## config.mk

```make
export PLATFORM = sky130hd
export DESIGN_NAME = rx_tag_fifo
export DESIGN_NICKNAME = d
export VERILOG_FILES = /design/src/rtl/rx_tag_fifo_pkg.sv /design/src/rtl/rx_tag_store.sv /design/src/rtl/rx_tag_alarm.sv /design/src/rtl/rx_tag_classify.sv /design/src/rtl/rx_tag_fifo.sv
export SDC_FILE = /design/constraint.sdc
export NUM_CORES = 1
export LEC_CHECK = 0
export ABC_CLOCK_PERIOD_IN_PS = 3500
export BUFFER_PORTS_ARGS = -buffer_cell sky130_fd_sc_hd__buf_4
export CAP_MARGIN = 20
export CORE_MARGIN = 2
export CORE_UTILIZATION = 60
export CTS_CLUSTER_SIZE = 8
export DETAILED_ROUTE_END_ITERATION = 8
export GPL_ROUTABILITY_DRIVEN = 0
export GPL_TIMING_DRIVEN = 0
export PLACE_DENSITY = 0.88
export SYNTH_ARGS = -nofsm -noshare
export SYNTH_HDL_FRONTEND = slang
export SYNTH_SLANG_ARGS = --single-unit
```

## constraint.sdc

```tcl
create_clock -name clk_i -period 3.5 [get_ports clk_i]
set_clock_uncertainty 0.05 [all_clocks]
set_input_delay 0.35 -clock clk_i [delete_from_list [all_inputs] [get_ports clk_i]]
set_output_delay 0.35 -clock clk_i [all_outputs]
set_load 0.02 [all_outputs]
```

## src/rtl/rx_tag_fifo_pkg.sv

```systemverilog
package rx_tag_fifo_pkg;
  localparam int unsigned WORD_W = 9;
  localparam logic [WORD_W-1:0] TAG_SOP  = 9'h14D;
  localparam logic [WORD_W-1:0] TAG_EOP  = 9'h126;
  localparam logic [WORD_W-1:0] TAG_SLIP = 9'h100;
  typedef enum logic [1:0] {
    KIND_DATA = 2'd0,
    KIND_SOP  = 2'd1,
    KIND_EOP  = 2'd2,
    KIND_SLIP = 2'd3
  } kind_e;
endpackage

```

## src/rtl/rx_tag_store.sv

```systemverilog
module rx_tag_store #(
  parameter int unsigned DEPTH  = 16,
  parameter int unsigned WORD_W = 9,
  parameter int unsigned CNT_W  = $clog2(DEPTH + 1)
) (
  input  logic              clk_i,
  input  logic              rst_ni,
  input  logic              push_i,
  input  logic [WORD_W-1:0] push_data_i,
  input  logic              pop_i,
  output logic [WORD_W-1:0] rd_data_o,
  output logic [CNT_W-1:0]  count_o
);
  localparam int unsigned PTR_W = $clog2(DEPTH);

  logic [WORD_W-1:0] mem_q [DEPTH];
  logic [PTR_W-1:0]  wr_ptr_q, rd_ptr_q;
  logic [CNT_W-1:0]  count_q;
  logic [WORD_W-1:0] rd_q;
  logic              push_ok, pop_ok;

  assign push_ok = push_i && (count_q != CNT_W'(DEPTH)); // full drops, even with a pop
  assign pop_ok  = pop_i && (count_q != '0);

  always_ff @(posedge clk_i) begin
    if (push_ok) mem_q[wr_ptr_q] <= push_data_i;
  end

  always_ff @(posedge clk_i or negedge rst_ni) begin
    if (!rst_ni) begin
      wr_ptr_q <= '0;
      rd_ptr_q <= '0;
      count_q  <= '0;
      rd_q     <= '0;
    end else begin
      if (push_ok)
        wr_ptr_q <= (wr_ptr_q == PTR_W'(DEPTH - 1)) ? '0 : wr_ptr_q + 1'b1;
      if (pop_ok)
        rd_ptr_q <= (rd_ptr_q == PTR_W'(DEPTH - 1)) ? '0 : rd_ptr_q + 1'b1;
      if (pop_i)
        rd_q <= pop_ok ? mem_q[rd_ptr_q] : '0;
      count_q <= count_q + CNT_W'(push_ok) - CNT_W'(pop_ok);
    end
  end

  assign rd_data_o = rd_q;
  assign count_o   = count_q;
endmodule

```

## src/rtl/rx_tag_alarm.sv

```systemverilog
module rx_tag_alarm #(
  parameter int unsigned DEPTH = 16,
  parameter int unsigned CNT_W = $clog2(DEPTH + 1),
  parameter int unsigned THR_W = 4,
  parameter int unsigned N_FLG = 2
) (
  input  logic             clk_i,
  input  logic             rst_ni,
  input  logic [CNT_W-1:0] count_i,
  input  logic [THR_W-1:0] thresh_i,
  input  logic             stat_rd_i,
  output logic [N_FLG-1:0] flags_o
);
  logic [N_FLG-1:0] cond, cond_q, set_ev;

  assign cond[0] = (thresh_i != '0) && (count_i >= CNT_W'(thresh_i));
  assign cond[1] = (count_i == CNT_W'(DEPTH));
  assign set_ev  = cond & ~cond_q; // rising crossing only

  for (genvar i = 0; i < N_FLG; i++) begin : g_flag
    logic flag_q;
    always_ff @(posedge clk_i or negedge rst_ni) begin
      if (!rst_ni) begin
        cond_q[i] <= 1'b0;
        flag_q    <= 1'b0;
      end else begin
        cond_q[i] <= cond[i];
        flag_q    <= set_ev[i] | (flag_q & ~stat_rd_i);
      end
    end
    assign flags_o[i] = flag_q;
  end
endmodule

```

## src/rtl/rx_tag_classify.sv

```systemverilog
module rx_tag_classify
  import rx_tag_fifo_pkg::*;
(
  input  logic [WORD_W-1:0] word_i,
  output kind_e             kind_o
);
  always_comb begin
    unique case (word_i)
      TAG_SOP:  kind_o = KIND_SOP;
      TAG_EOP:  kind_o = KIND_EOP;
      TAG_SLIP: kind_o = KIND_SLIP;
      default:  kind_o = KIND_DATA;
    endcase
  end
endmodule

```

## src/rtl/rx_tag_fifo.sv

```systemverilog
module rx_tag_fifo
  import rx_tag_fifo_pkg::*;
#(
  parameter int unsigned DEPTH = 16,
  parameter int unsigned THR_W = 4,
  parameter int unsigned CNT_W = $clog2(DEPTH + 1)
) (
  input  logic              clk_i,
  input  logic              rst_ni,
  input  logic              push_i,
  input  logic [WORD_W-1:0] push_data_i,
  input  logic              pop_i,
  output logic [WORD_W-1:0] rd_data_o,
  output logic [1:0]        kind_o,
  output logic [CNT_W-1:0]  level_o,
  input  logic [THR_W-1:0]  thresh_i,
  input  logic [1:0]        mask_i,
  input  logic              stat_rd_i,
  output logic [1:0]        status_o,
  output logic              irq_o
);
  kind_e kind;

  rx_tag_store #(.DEPTH(DEPTH), .WORD_W(WORD_W), .CNT_W(CNT_W)) u_store (
    .clk_i, .rst_ni, .push_i, .push_data_i, .pop_i,
    .rd_data_o, .count_o(level_o)
  );

  rx_tag_alarm #(.DEPTH(DEPTH), .CNT_W(CNT_W), .THR_W(THR_W), .N_FLG(2)) u_alarm (
    .clk_i, .rst_ni, .count_i(level_o), .thresh_i, .stat_rd_i, .flags_o(status_o)
  );

  rx_tag_classify u_cls (.word_i(rd_data_o), .kind_o(kind));

  assign kind_o = kind;
  assign irq_o  = |(status_o & ~mask_i);
endmodule

```

## Word level (Yosys, flattened, before mapping)

Memory sizes are Yosys's and may differ from the RTL's.
Index checks and enable logic that the tools add are counted.

| storage, ports and cells | value |
|---|---|
| register bits after elaboration | 26 |
| bits in latches | 0 |
| RAM bits | 144 |
| memory bits (read-only) | 0 |
| word-level logic and storage cells | 42 |
| memories | 1 |

Memory list:

| memory | depth | width | rd ports | clocked after Yosys merged registers in | wr ports | line | RTL |
|---|---|---|---|---|---|---|---|
| u_store.mem_q | 16 | 9 | 1 | 0 | 1 | rx_tag_store.sv:16 | `logic [WORD_W-1:0] mem_q [DEPTH];` |

| operators by class | value |
|---|---|
| add/subtract/negate cells | 4 |
| $mul | 0 |
| div/mod/pow operators | 0 |
| magnitude comparators | 1 |
| equal/unequal tests | 7 |
| shift-type cells | 0 |
| multiplexer cells | 6 |
| bitwise logic cells | 9 |
| reduce and logical (&&, ||, !) cells | 6 |

Operators by type and width:

| kind | count |
|---|---|
| 9-bit == test, second input constant | 3 |
| 9-bit 2-to-1 mux | 1 |
| 4-bit by 1-bit adder with 4-bit output, second input constant | 2 |
| 4-bit == test, second input constant | 2 |
| 4-bit 2-to-1 mux | 2 |
| 2-bit one-hot mux with 3 select lines | 1 |
| 5-bit by 1-bit adder with 5-bit output | 1 |
| 5-bit == test, second input constant | 1 |
| 5-bit by 4-bit >= comparator with 1-bit output | 1 |
| 5-bit != test, second input constant | 1 |
| 5-bit nonzero test | 1 |
| 5-bit by 1-bit subtractor with 5-bit output | 1 |
| 2-bit AND | 2 |
| 2-bit inverter | 2 |
| 4-bit nonzero test | 1 |
| 1-bit logical AND | 3 |
| 1-bit AND | 2 |
| 1-bit 2-to-1 mux | 2 |
| 1-bit OR | 2 |
| 2-bit OR reduction | 1 |
| 1-bit inverter | 1 |

## Logic depth before layout (Yosys ltp)

Gate-level depths: netlist (run 1).

| depth | value |
|---|---|
| depth in word-level cells | 4 |
| depth in mapped cells | 13 |
| gate-level depth less buffers | 12 |

## Modules after synthesis

Synthesis (run 1) repeated with hierarchy kept, for this count alone.

| second synthesis, totals | value |
|---|---|
| cell total of the unflattened synthesis | 419 |
| area total of the unflattened synthesis | 7089.3 sq um |

By module, submodules not included:

| module | instances | cells an instance | area an instance (sq um) | sequential area each (sq um) |
|---|---|---|---|---|
| rx_tag_store | 1 | 379 | 6736.5 | 4874.7 |
| rx_tag_alarm | 1 | 29 | 269.0 | 100.1 |
| rx_tag_classify | 1 | 8 | 63.8 | 0.0 |
| rx_tag_fifo | 1 | 3 | 20.0 | 0.0 |

## Worst setup path before layout (run 1)

OpenSTA, ideal clock, no wires.

| timing | value |
|---|---|
| path type | register to register |
| from | register u_store.count_q[3], in the netlist u_store.count_o[3] |
| to | register u_store.count_q[4], in the netlist u_store.count_o[4] |
| setup time | 0.123 ns |
| arrival | 2.489 ns |
| data required time | 3.327 ns |
| path slack | 0.838 ns |
| stages on the path, launching flop included | 14 |
| buffers on the path | 1 |
| clock period less this slack | 2.662 ns |
| cells stage by stage | dfrtp_1 -> inv_1 -> ha_1 -> inv_1 -> o41a_1 -> buf_6 -> ha_1 -> inv_1 -> ha_1 -> fa_1 -> a21oi_1 -> nor2_1 -> nor2_1 -> xnor2_1 |

| between the ends | value |
|---|---|
| word-level cells in the longest chain between the ends | 4 |

RTL lines:

| item | line | RTL |
|---|---|---|
| start: declaration | rx_tag_store.sv:18 | `logic [CNT_W-1:0] count_q;` |
| start signal: assignment | rx_tag_store.sv:42 | `count_q <= count_q + CNT_W'(push_ok) - CNT_W'(pop_ok);` |
| 5-bit != test | rx_tag_store.sv:22 | `assign push_ok = push_i && (count_q != CNT_W'(DEPTH));` |
| 1-bit logical AND | rx_tag_store.sv:22 |  |
| 5-bit by 1-bit adder with 5-bit output | rx_tag_store.sv:42 |  |
| 5-bit by 1-bit subtractor with 5-bit output * | rx_tag_store.sv:42 |  |

Mark *: on every way between the ends. The rest lies on a longest branch, timed or not.
A chain may end at the register's enable or synchronous reset.

## Worst setup path in the final report (run 1)

| timing | value |
|---|---|
| from | register u_store.count_q[3], in the netlist u_store.count_o[3] |
| to | memory u_store.mem_q[6][7], enable pin |

| between the ends | value |
|---|---|
| word-level cells in the longest chain between the ends | 4 |

RTL lines:

| item | line | RTL |
|---|---|---|
| 5-bit != test | rx_tag_store.sv:22 |  |
| 1-bit logical AND | rx_tag_store.sv:22 |  |
| named net u_store.push_ok | rx_tag_store.sv:20 | `logic push_ok, pop_ok;` |
| 1-bit 2-to-1 mux | rx_tag_store.sv:26 | `if (push_ok) mem_q[wr_ptr_q] <= push_data_i;` |
| 1-bit 2-to-1 mux (implied by the code) | rx_tag_store.sv:26 |  |
| end: declaration | rx_tag_store.sv:16 |  |

The timed path passes the listed nets, and every way through them passes these cells.

==> results of run 1 <==
-- worst paths after layout --
check / from / endpoint / slack [ps] / cells past startpoint
setup / recovery: u_store.count_o[3] / u_store.mem_q[6][7] / 540 / 8
hold / removal: stat_rd_i / u_alarm.g_flag[1].flag_q / 70 / 2
setup reg to reg: u_store.count_o[3] / u_store.mem_q[6][7] / 540 / 8
hold reg to reg: u_alarm.cond_q[1] / u_alarm.g_flag[1].flag_q / 400 / 1
max in group asynchronous: rst_ni / u_store.wr_ptr_q[1] / 2790 / 2
min in group asynchronous: rst_ni / u_store.count_o[1] / 340 / 2
-- kinds of logic (layout without fill, tap and decap cells) --
logic type	after synthesis	count (layout)	synth area share [%]
fa+ha+maj	16	16	2.954
flops	170	170	70.75
simple gates	53	53	4.057
xor+xnor	6	6	0.7473
mux	65	65	12.81
compound gates	48	48	4.982
buf+inv	50	128	3.701
-- metal layers --
metal | vias up | GRT usage [%] | part of all wire [%]
met5 | - | 0 | 0
met3 | 55 | 6.317 | 9.7
li1 | 1729 | - | -
met2 | 305 | 42.05 | 49
met1 | 2011 | 32.30 | 37
met4 | 0 | 11.38 | 4.5
-- state kept, by name, summed over array words and instances, names as in the netlist --
name and count:
u_alarm.cond_q 2, u_alarm.g_flag.flag_q 2, u_store.count_o 5, u_store.mem_q 144
u_store.rd_data_o 9, u_store.rd_ptr_q 4, u_store.wr_ptr_q 4
-- critical path, stage by stage (launching register included) --
cell and delay, ps:
dfrtp_1 420, inv_1 80, ha_1 200, nand4_1 160
nand2_1 250, clkinv_1 280, nand2_1 220, nor3_1 720
buf_4 290
-- power groups by stage --
stage	sequential (uW)	combinational [uW]	clock [uW]
2_1_floorplan	2770	1440	0
3_3_place_gp	2690	2090	0
3_5_place_dp	2720	2230	0
4_1_cts	2680	2290	1940
5_1_grt	2710	2460	2020
6_report	2680	2300	1930
-- Yosys cell counts (2+ instances only) --
library cell | count | area (um2)
mux2i_1 | 45 | 450.4
nand3_1 | 15 | 75.07
o221ai_1 | 9 | 78.83
nand4_1 | 4 | 25.02
a21oi_1 | 5 | 25.02
nor3_1 | 4 | 20.02
xnor2_1 | 4 | 35.03
clkbuf_1 | 4 | 15.01
buf_6 | 4 | 45.04
dfrtp_1 | 26 | 650.6
mux4_1 | 6 | 157.7
o22ai_1 | 2 | 12.51
ha_1 | 15 | 187.7
buf_4 | 5 | 37.54
mux4_2 | 12 | 270.3
nor4_1 | 5 | 31.28
and2_1 | 5 | 31.28
mux2_2 | 2 | 22.52
nand2_1 | 5 | 18.77
a21o_1 | 3 | 22.52
buf_2 | 6 | 30.03
inv_1 | 28 | 105.1
a22oi_1 | 18 | 135.1
o21ai_0 | 5 | 25.02
nor2b_1 | 2 | 12.51
nor2_1 | 8 | 30.03
edfxtp_1 | 144 | 4324
xor2_1 | 2 | 17.52
-- area by class of cell --
class | instances | area (um2)
fill | 661 | 3224
buffer | 21 | 151.4
multi-input combinational | 188 | 1822
timing repair buffer | 46 | 342.8
clock buffer | 18 | 429.2
clock inverter | 14 | 186.4
sequential | 170 | 4975
inverter | 29 | 108.9
tap | 143 | 178.9
-- per-stage QoR --
stage	cell area, um2	setup slack [ps]	power [uW]
after CTS	8194	590.5	6907
after floorplan	7032	838.1	4216
after detailed placement	7569	673.9	4945
after global placement	7488	542.4	4784
final	8194	542.3	6915
after global routing	8194	371.2	7191
-- timing repair --
action	4_1_cts	5_1_grt
endpoints found under the hold margin	26	0
hold buffers	1	0
buffers inserted	0	0
resized for setup	0	0
==> run_results.csv, run 1 <==
group,metric,value,unit
synthesis,ys_seq_elements,170,
layout,postLayoutCoreUtil,71.76,%
synthesis,syn_nets,444,
layout,drive_gt1_share,23.05,%
layout,area_growth,16.53,%
power,combPwrFrac,33.3,%
drt,via_per_inst,6.518,
sta,period_share,84.51,%
die,row_count,39,
worst_setup_path,critPathArrivalTime,3040,ps
clock_tree,clock_path_buffers,2,
die,die_height,112.3,um
clock_tree,clk_pin_slew,70,ps
placed_design,port_buffers,37,
synthesis,post_synth.cell_area_avg,17.23,um2
worst_hold_path,hold_path.class,"primary input to register",
layout,antenna_cells,0,
sta,min_period,2958,ps
layout,fin_nets,509,
synthesis,yosysWarnings,0,
drt,firstDrtPassIters,6,
drt,num_vias,4100,
sta,setup_viol,0,
job,max-cap-violations,0,
clock_tree,root_buffer,"clkbuf_16",
power,p_int,4615,uW
die,die_w,112.3,um
clock_tree,clock_latency,420,ps
synthesis,synth-edff-count,144,
placed_design,place_hpwl,9626,um
die,top_level_ports,39,
global_routing,grt_overflow,0,
sta,worstMarginPinSlew,881.3,ps
drt,routedWlPerCell,24.14,um
synthesis,synth-async-reset-ratio,15.29,%
clock_tree,clock-sinks,170,
die,die_area,12600,um2
status,status,"finished clean",
power,seqPwrFrac,38.8,%
sta,setup_tns,0,ps
layout,final_cell_count_no_fill,629,
clock_tree,numCtsBuffers,17,
clock_tree,cts_tree,"done",
power,power_switching,2300,uW
worst_setup_path,critPathKind,"register to register",
sta,hold_violations,0,
worst_setup_path,critPathLaunchType,"register",
sta,clock.fmax,338.1,MHz
worst_setup_path,cp_max_fo,8,
layout,layout_commonest_cell,"edfxtp_1",
sta,rsz0062_at_grt,"no",
power,switching_share,33.26,%
power,irDropWorstVdd,0.5350,mV
die,coreArea,11420,um2
synthesis,synth_flop_cell,"edfxtp_1",
worst_setup_path,worst_setup_path_end_kind,"register",
layout,layout_common_cells,"edfxtp_1, buf_4, mux2i_1",
drt,drt_iter0_markers,632,
global_routing,grt_first_pass_wirelength,23300,um
global_routing,grt_pass1_vias,4154,
power,power.density,843.9,nW/um2
global_routing,grt.total_usage,25.43,%
sta,slew_headroom,41.03,%
synthesis,synth_area,7032,um2
synthesis,synth-seq-area-share,70.75,%
power,p_leak,0.003065,uW
sta,slew_viol_final,0,
drt,routed_wl,15180,um
drt,drc,0,
placed_design,dp.cells,596,
power,p_clk_share,27.9,%
sta,hold_slack,73.09,ps
global_routing,antenna_found_initial,0,
synthesis,syn_inst,408,
clock_tree,htree_levels,4,
drt,final_antenna_net_count,0,
die,start_util,61.58,%
global_routing,grt_max_degree,27,
synthesis,ys_types,43,
worst_setup_path,required,3590,ps
Note: power is estimated with default switching activity, not from simulation.
==> inputs of run 2 (changes only) <==
- ABC_CLOCK_PERIOD_IN_PS: 3500 -> 2500
- CORE_UTILIZATION: 60 -> 55
- PLACE_DENSITY: 0.88 -> 0.85
- clock period: 3.5 -> 2.5 ns (I/O delays scaled with it)
==> run 2 against run 1 <==
Global-route usage is 2.2 points lower. Power grew 40%. Critical path depth shrank 2. Sequential power increased by 40%. Combinational power grew 47%. Flip-flop and latch count did not move. Non-clock buffer count rose by 5. Register-to-register slack worse by 540 ps. Sequential share of layout area is 1.1 points lower. Core utilization fell by 5.4 points. First-iteration DRC count down 29%. Critical endpoint is now u_store.mem_q[13][4]. Largest power group unchanged. Highest routed layer unchanged.
==> run_results.csv, run 2 (same netlist as run 1, synthesis figures left out) <==
group,metric,value,unit
placed_design,dpl_worst_slack,-287.3,ps
worst_setup_path,rr_endpoint,"u_store.mem_q[13][4]",
power,irDropWorstVdd,0.6766,mV
drt,num_vias,4053,
worst_setup_path,rrSetupSlack,6,ps
drt,routedWlPerCell,22.64,um
worst_setup_path,critPathLaunchType,"register",
clock_tree,root_buffer,"clkbuf_16",
layout,largest_reg_flops,144,
clock_tree,clock_latency,430,ps
global_routing,grt_first_pass_wirelength,22600,um
die,die_area,13710,um2
layout,drive_gt1_share,27.29,%
sta,hold_slack,19.90,ps
layout,fillers,752,
sta,setup_viol,0,
sta,min_period,2494,ps
worst_setup_path,slowest_delay,700,ps
drt,firstDrtPassIters,5,
sta,slew_headroom,46.82,%
sta,slew_viol_final,0,
worst_setup_path,critPathKind,"register to register",
layout,regMostFlops,"u_store.mem_q",
clock_tree,clk_pin_slew,60,ps
drt,via_per_inst,6.113,
power,p_leak,0.003085,uW
layout,fin_nets,514,
job,max-cap-violations,0,
worst_hold_path,worstHoldEndpoint,"u_alarm.cond_q[0]",
global_routing,grt.total_usage,23.24,%
clock_tree,clock-sinks,170,
die,die_w,117.1,um
global_routing,antenna_found_initial,0,
power,power.density,1160,nW/um2
placed_design,port_buffers,37,
layout,layout_common_cells,"edfxtp_1, buf_4, mux2i_1",
worst_hold_path,min_from,"thresh_i[2]",
global_routing,grt_max_degree,27,
worst_setup_path,cp_cell_sequence,"inv_1, nand4_1, nand2_2, clkinv_2, nand3_1, nor2_1",
layout,layout_commonest_cell,"edfxtp_1",
die,top_level_ports,39,
worst_hold_path,hold_path.class,"primary input to register",
clock_tree,clock_path_buffers,2,
drt,final_antenna_net_count,0,
worst_hold_path,hold_path_depth,3,
worst_setup_path,r2r-start,"u_store.count_o[1]",
sta,rsz0062_at_grt,"yes",
worst_setup_path,worst_setup_path_end_kind,"register",
die,die_height,117.1,um
sta,worstMarginPinSlew,794.7,ps
clock_tree,cts_tree,"done",
drt,drc,0,
sta,period_share,99.74,%
sta,finalWorstSetupSlack,6.499,ps
drt,routed_wl,15010,um
placed_design,dp.cells,625,
layout,area_growth,18.67,%
die,row_count,41,
clock_tree,numCtsBuffers,17,
global_routing,grt_pass1_vias,4060,
worst_setup_path,required,2500,ps
placed_design,place_hpwl,9398,um
layout,final_cell_count_no_fill,663,
worst_setup_path,slowest_stage,"nor2_1",
die,coreArea,12570,um2
worst_setup_path,critPathArrivalTime,2490,ps
worst_setup_path,reg2reg_depth,6,
status,status,"finished clean",
drt,drt_iter0_markers,447,
die,start_util,55.95,%
clock_tree,htree_levels,4,
sta,hold_violations,0,
global_routing,grt_overflow,0,
layout,antenna_cells,0,
sta,clock.fmax,401.0,MHz
worst_setup_path,cp_max_fo,9,
==> run 2: changes by cell type in the layout (fill, tap and decap cells not counted), sizes merged <==
cell         change
buf              +4
bufinv           -3
clkbuf           +4
clkinv           -2
clkinvlp         +2
dlygate4sd3      +1
inv              -1
==> run 2: cell type report <==
type / instances / area (um2) / share of cell area (%)
tap: 172 / 215.2 / 2.579
buffer: 21 / 151.4 / 1.814
inverter: 29 / 110.1 / 1.320
timing repair buffer: 51 / 377.9 / 4.528
clock buffer: 22 / 518.0 / 6.208
clock inverter: 10 / 76.32 / 0.9147
sequential: 170 / 4977 / 59.65
multi-input combinational: 188 / 1918 / 22.99
==> run 2: worst max-delay path by stage <==
stage,startpoint,end,slack [ps],depth (start not counted)
after floorplan,u_store.count_o[3],u_store.count_o[4],8,13
after global placement,u_store.count_o[3],u_store.mem_q[2][3],-380,5
after detailed placement,u_store.count_o[3],u_store.mem_q[7][7],-290,8
after CTS,u_store.count_o[3],u_store.count_o[4],3,13
after global routing,u_store.count_o[2],u_store.count_o[4],-130,13
final,u_store.count_o[1],u_store.mem_q[13][4],6,6
==> run 2: where the power goes <==
part / switching (uW) / internal, uW
clock: 1070 / 1490
combinational: 1920 / 1440
sequential: 245 / 3510
total: 3240 / 6440
==> run 2: layer usage <==
| layer | vias to the layer above | GRT usage (%) | share of wire [%] |
|---|---|---|---|
| met3 | 34 | 4.737 | 7.8 |
| met2 | 239 | 38.50 | 50 |
| li1 | 1743 | - | - |
| met4 | 0 | 11.22 | 3.2 |
| met5 | - | 0 | 0 |
| met1 | 2037 | 29.70 | 39 |
==> run 2: repair_timing <==
action                                  4_1_cts  5_1_grt
pin swaps                                     2        4
resized for setup                             9        3
hold buffers                                  2        0
endpoints found under the hold margin        28        0
buffers inserted                              2        2
endpoints found under the setup margin       70       42
==> run 2: critical path: cells and delay by family, from the launching register on <==
family                 cells  cell delay, ps
and+or+nand+nor            4            1300
DFF                        1             450
buffers and inverters      2             320
==> run 2: stage by stage <==
step	util (%)	TNS [ps]	area [um2]	total power (uW)
3_5_place_dp	60.84	-8229	7646	6976
5_1_grt	66.39	-2298	8344	10070
6_report	66.39	0	8344	9683
2_1_floorplan	-	0	7078	5973
3_3_place_gp	60.24	-25640	7571	6781
4_1_cts	66.18	0	8318	9625
